### src/rtl/baud_pkg.sv
// Package: shared widths, the strobe-mode encoding and its divisor lookup.
// Assumes: byte-wide register writes and a two-byte time constant.
package baud_pkg;

    localparam int BYTE_W  = 8;
    localparam int TC_W    = 2 * BYTE_W;
    localparam int DIV_MAX = 64;
    localparam int DIV_W   = $clog2(DIV_MAX);

    typedef enum logic [1:0] {
        MODE_X1  = 2'b00,
        MODE_X16 = 2'b01,
        MODE_X32 = 2'b10,
        MODE_X64 = 2'b11
    } strobe_mode_e;

    // Returns the last count value (divisor - 1) for a strobe mode.
    function automatic logic [DIV_W-1:0] mode_last(strobe_mode_e m);
        logic [DIV_W-1:0] r;
        case (m)
            MODE_X1:  r = DIV_W'(0);
            MODE_X16: r = DIV_W'(15);
            MODE_X32: r = DIV_W'(31);
            default:  r = DIV_W'(63);
        endcase
        return r;
    endfunction

endpackage

### src/rtl/baud_tc_regs.sv
// Module: holds the time constant as two separately written bytes.
// Assumes: one byte write per cycle; the reset value of both bytes is zero.
module baud_tc_regs #(
    parameter int BYTE_W = 8,
    localparam int TC_W  = 2 * BYTE_W
) (
    input  logic              clk,
    input  logic              rst_n,
    input  logic              wr_en,
    input  logic              wr_sel,
    input  logic [BYTE_W-1:0] wr_data,
    output logic [TC_W-1:0]   tc
);

    logic [BYTE_W-1:0] byte_q [2];

    // One register per byte lane, selected by wr_sel.
    for (genvar g = 0; g < 2; g++) begin : g_lane
        // Capture the written byte when this lane is addressed.
        always_ff @(posedge clk) begin
            if (!rst_n) begin
                byte_q[g] <= '0;
            end else if (wr_en && (wr_sel == 1'(g))) begin
                byte_q[g] <= wr_data;
            end
        end
        assign tc[g*BYTE_W +: BYTE_W] = byte_q[g];
    end

endmodule

### src/rtl/baud_down_counter.sv
// Module: down counter that runs from TC to zero, spends one extra cycle
// before reloading, and flags the reload cycle. The half period is TC+2.
// Assumes: tc is sampled only while disabled or at a reload.
module baud_down_counter #(
    parameter int TC_W = 16
) (
    input  logic            clk,
    input  logic            rst_n,
    input  logic            enable,
    input  logic [TC_W-1:0] tc,
    output logic            reload
);

    logic [TC_W-1:0] cnt_q;
    logic            pend_q;

    // Count down; after zero, wait one cycle and then load the constant.
    always_ff @(posedge clk) begin
        if (!rst_n) begin
            cnt_q  <= '0;
            pend_q <= 1'b0;
        end else if (!enable) begin
            cnt_q  <= tc;
            pend_q <= 1'b0;
        end else if (pend_q) begin
            cnt_q  <= tc;
            pend_q <= 1'b0;
        end else if (cnt_q == '0) begin
            pend_q <= 1'b1;
        end else begin
            cnt_q <= cnt_q - 1'b1;
        end
    end

    // The reload happens at the edge that ends the pending cycle.
    always_comb reload = enable && pend_q;

endmodule

### src/rtl/baud_half_toggle.sv
// Module: divide-by-two flip-flop that produces the symmetric baud clock.
// Assumes: reload pulses are at least two cycles apart.
module baud_half_toggle (
    input  logic clk,
    input  logic rst_n,
    input  logic enable,
    input  logic reload,
    output logic baud_clk,
    output logic rise
);

    logic out_q;

    // Toggle on each reload; hold low while disabled.
    always_ff @(posedge clk) begin
        if (!rst_n) begin
            out_q <= 1'b0;
        end else if (!enable) begin
            out_q <= 1'b0;
        end else if (reload) begin
            out_q <= ~out_q;
        end
    end

    // A reload while the output is low turns into a rising edge.
    always_comb rise = reload && !out_q;
    assign baud_clk = out_q;

endmodule

### src/rtl/baud_mode_divider.sv
// Module: counts rising edges of the baud clock and strobes on every
// divisor-th one, in the cycle the baud clock goes high.
// Assumes: mode is stable while enabled.
module baud_mode_divider
    import baud_pkg::*;
(
    input  logic         clk,
    input  logic         rst_n,
    input  logic         enable,
    input  logic         rise,
    input  strobe_mode_e mode,
    output logic         strobe
);

    logic [DIV_W-1:0] cnt_q;
    logic [DIV_W-1:0] last;
    logic             strobe_q;

    // Last count value for the selected divisor.
    always_comb last = mode_last(mode);

    // Count rising edges; wrap and strobe at the last count.
    always_ff @(posedge clk) begin
        if (!rst_n || !enable) begin
            cnt_q    <= '0;
            strobe_q <= 1'b0;
        end else begin
            strobe_q <= 1'b0;
            if (rise) begin
                if (cnt_q >= last) begin
                    cnt_q    <= '0;
                    strobe_q <= 1'b1;
                end else begin
                    cnt_q <= cnt_q + 1'b1;
                end
            end
        end
    end

    assign strobe = strobe_q;

endmodule

### src/rtl/baud_gen.sv
// Module: top of the programmable baud rate generator. It chains the
// time-constant registers, the down counter, the divide-by-two stage and
// the strobe-mode divider.
// Assumes: mode and constant are programmed before enable is raised.
module baud_gen
    import baud_pkg::*;
(
    input  logic              clk,
    input  logic              rst_n,
    input  logic              wr_en,
    input  logic              wr_sel,
    input  logic [BYTE_W-1:0] wr_data,
    input  logic [1:0]        mode_sel,
    input  logic              enable,
    output logic              baud_clk,
    output logic              bit_strobe
);

    logic [TC_W-1:0] tc_value;
    logic            reload;
    logic            rise;
    strobe_mode_e    mode;

    // Decode the mode pins into the shared enumeration.
    always_comb mode = strobe_mode_e'(mode_sel);

    baud_tc_regs #(.BYTE_W(BYTE_W)) u_regs (
        .clk     (clk),
        .rst_n   (rst_n),
        .wr_en   (wr_en),
        .wr_sel  (wr_sel),
        .wr_data (wr_data),
        .tc      (tc_value)
    );

    baud_down_counter #(.TC_W(TC_W)) u_cnt (
        .clk    (clk),
        .rst_n  (rst_n),
        .enable (enable),
        .tc     (tc_value),
        .reload (reload)
    );

    baud_half_toggle u_half (
        .clk      (clk),
        .rst_n    (rst_n),
        .enable   (enable),
        .reload   (reload),
        .baud_clk (baud_clk),
        .rise     (rise)
    );

    baud_mode_divider u_div (
        .clk    (clk),
        .rst_n  (rst_n),
        .enable (enable),
        .rise   (rise),
        .mode   (mode),
        .strobe (bit_strobe)
    );

endmodule

### config.mk
export PLATFORM = sky130hd
export DESIGN_NAME = baud_gen
export DESIGN_NICKNAME = d
export VERILOG_FILES = /design/src/rtl/baud_pkg.sv /design/src/rtl/baud_tc_regs.sv /design/src/rtl/baud_down_counter.sv /design/src/rtl/baud_half_toggle.sv /design/src/rtl/baud_mode_divider.sv /design/src/rtl/baud_gen.sv
export SDC_FILE = /design/constraint.sdc
export NUM_CORES = 1
export LEC_CHECK = 0
export ABC_CLOCK_PERIOD_IN_PS = 2000
export BUFFER_PORTS_ARGS = -buffer_cell sky130_fd_sc_hd__buf_2
export CELL_PAD_IN_SITES_DETAIL_PLACEMENT = 0
export CELL_PAD_IN_SITES_GLOBAL_PLACEMENT = 1
export CORE_ASPECT_RATIO = 0.75
export CORE_UTILIZATION = 42
export CTS_CLUSTER_SIZE = 8
export DETAILED_ROUTE_END_ITERATION = 10
export PLACE_DENSITY_LB_ADDON = 0.1
export SYNTH_ARGS = -nofsm -noshare
export SYNTH_HDL_FRONTEND = slang
export SYNTH_HIERARCHICAL = 1
export SYNTH_SLANG_ARGS = --single-unit
export TNS_END_PERCENT = 20
### constraint.sdc
create_clock -name clk -period 2 [get_ports clk]
set_clock_uncertainty 0.05 [all_clocks]
set_input_delay 0.1 -clock clk [delete_from_list [all_inputs] [get_ports clk]]
set_output_delay 0.1 -clock clk [all_outputs]
set_load 0.01 [all_outputs]
==> results.json <==
{
  "synth_top_area_cell": "dfxtp_1",
  "grt_pass1_wl_mm": 6.582,
  "die_area_um2": 5062,
  "numCtsBuffers": 5,
  "finalPower_uw": 1889,
  "cts.sinks": 41,
  "ir_drop_v": 0.0003404,
  "antenna_found_initial": 0,
  "avgSynthCellArea_um2": 10.51,
  "start_util_pct": 44.41,
  "crit_type": "register to register",
  "synth_common_cells": "25 x dfxtp_1, 19 x nor2_1, 16 x edfxtp_1, 12 x xnor2_1",
  "fmax_mhz": 512.0,
  "gp_routability_congestion": 0.8824,
  "synth_fa_ha_area_share_pct": 3.117,
  "via_per_inst": 5.264,
  "finalCriticalPeriod_ns": 1.953,
  "yosys-top-cells-area": "dfxtp_1 25%, edfxtp_1 24%, xnor2_1 5.2%",
  "leakagePower_uw": 0.0009350,
  "syn_nets": 211,
  "first_iter_violations": 90,
  "synth_top_family_by_area": "simple AND/OR/NAND/NOR gates",
  "r2r_start": "u_cnt/cnt_q[0]$_SDFFE_PN0P_",
  "yosysUniqueCellTypes": 44,
  "nets": 242,
  "cellPowerDensity_nw_per_um2": 800.1,
  "start_kind": "register",
  "synthMuxAreaShare_pct": 0.4988,
  "crit_arrival_ns": 2.09,
  "fin_ws_ns": 0.04701,
  "relSlewSlack_pct": 76.65,
  "diodes": 0,
  "crit_start": "u_cnt/cnt_q[0]$_SDFFE_PN0P_",
  "drive_gt1_share_pct": 27.80,
  "grt.total_usage_pct": 17.92,
  "worst-slew-pin-transition_ns": 0.3495,
  "synth_xor_area_share_pct": 8.292,
  "drt_pass1_iterations": 4,
  "clk_latency_ns": 0.29,
  "area_growth_pct": 17.64,
  "grt_overflow_total": 0,
  "grt_start_max_net_pins": 29,
  "vias": 1474,
  "fin_setup_tns_ns": 0,
  "post_drt_wl_per_cell_um": 14.58,
  "ctsHoldBuffers": 0,
  "synthSimpleGateAreaFrac_pct": 26.93,
  "yosysWarnings": 6,
  "min-delay-start": "enable",
  "hold_viol_final": 0,
  "rows": 21,
  "ios": 17,
  "async_flop_share_pct": 0,
  "synth_area_um2": 2007,
  "whs_ns": 0.04425,
  "h-tree-depth": 2,
  "dp.final_hpwl_mm": 2.976,
  "cts_buffer_depth": 2,
  "post-synth-top-count-cell": "dfxtp_1",
  "grt_pass1_vias": 1381,
  "syn_inst": 191,
  "hp-class": "primary input to register",
  "cts_tree": "built",
  "fill_cells": 426,
  "synth_ff_type": "dfxtp_1",
  "place_ws_ns": -0.06048,
  "drcViolationCount": 0,
  "drv_cap": 0,
  "synth_edf_count": 16,
  "port_buffers": 16,
  "core-area_um2": 4519,
  "maxSlewViolCount": 0,
  "synth_compound_area_share_pct": 9.040,
  "status": "finished clean",
  "ys_ff_latch": 41,
  "setup_viol": 0,
  "fin_crit_sh_pct": 97.65,
  "finish.utilization_pct": 52.24,
  "wirelength_mm": 4.082,
  "crit_required_ns": 2.14,
  "die_w_um": 81.82,
  "ys_seq_area_share_pct": 48.88,
  "cts_root_buffer": "clkbuf_8",
  "yosys.area.top_type_share_pct": 24.94,
  "end_kind": "register",
  "drtAntennaViolNets": 0,
  "die_h_um": 61.87,
  "cp_max_fo": 3,
  "clkTransAtPathRegs_ns": 0.08,
  "grt_setup_unrepaired": "true"
}
[where the power goes]
part | switching (uW) | internal [uW] | total (uW)
Clock | 308 | 252 | 560
Combinational | 182 | 170 | 352
Sequential | 47.1 | 930 | 977
[area by class of cell]
type,count,area [um2],share of cell area (%)
Multi-Input combinational cell,137,989.7,41.92
Sequential cell,41,983.4,41.65
Timing Repair Buffer,31,200.2,8.479
Tap cell,57,71.32,3.021
Clock buffer,5,68.82,2.915
Clock inverter,3,25.02,1.060
Inverter,6,22.52,0.9539
[metrics by stage]
step                instances  cell area (um2)
floorplan                 191             2007
global placement          266             2183
detailed placement        266             2183
CTS                       276             2313
global route              280             2361
finish                    280             2361
[what timing repair did]
item                                    CTS  global route
setup buffers                             2             4
resized for setup                         7             5
endpoints found under the setup margin   10            15
pin swaps                                 3             6
[cells in the final DEF, fill, tap and decap left out, types with 7 or more instances in the layout]
master,instances
nor3_1,10
a211oi_1,11
edfxtp_1,16
nor2_1,18
and3_1,9
and2_1,10
xor2_1,7
dfxtp_1,23
xnor2_1,12
buf_2,16
buf_4,13
nand2_1,9
[logic make-up (layout without fill, tap and decap cells)]
family	Yosys count	after routing
AO/OA/AOI/OAI	25	25
XOR/XNOR	19	19
adder cells (fa/ha/maj)	5	5
buffers and inverters	13	45
flip-flops	41	41
multiplexers	1	1
AND/OR/NAND/NOR	87	87
[per-layer routing]
layer	up-vias	track usage [%]	part of all wire, %
met5	-	0	0
met4	0	7.018	1.0
met3	4	3.942	2.7
met2	26	25.50	40
met1	691	26.39	56
li1	753	-	-
[registers in the layout, summed over array words and instances (netlist names)]
name,flops
u_cnt/cnt_q,16
u_div/cnt_q,6
u_cnt/pend_q,1
u_div/strobe,1
u_regs/byte_q,16
u_half/baud_clk,1
[worst max-delay path: stages, from the launching register on]
cell and delay (ns):
dfxtp_2 0.33, inv_2 0.07, ha_4 0.13, or4b_4 0.50, buf_6 0.15, nor4_4 0.25
xnor2_1 0.16, o21ai_1 0.07, and2_1 0.14
[path summary, 6_finish.rpt]
kind              slack (ns)  cells after the start                      endpoint
setup reg to reg        0.05                      8   u_cnt/cnt_q[0]$_SDFFE_PN0P_
hold reg to reg         0.47                      2   u_cnt/cnt_q[4]$_SDFFE_PN0P_
setup / recovery        0.05                      8   u_cnt/cnt_q[0]$_SDFFE_PN0P_
hold / removal          0.04                      2  u_half/baud_clk$_SDFFE_PN0P_
No activity file was read; power rests on OpenSTA's default activity.
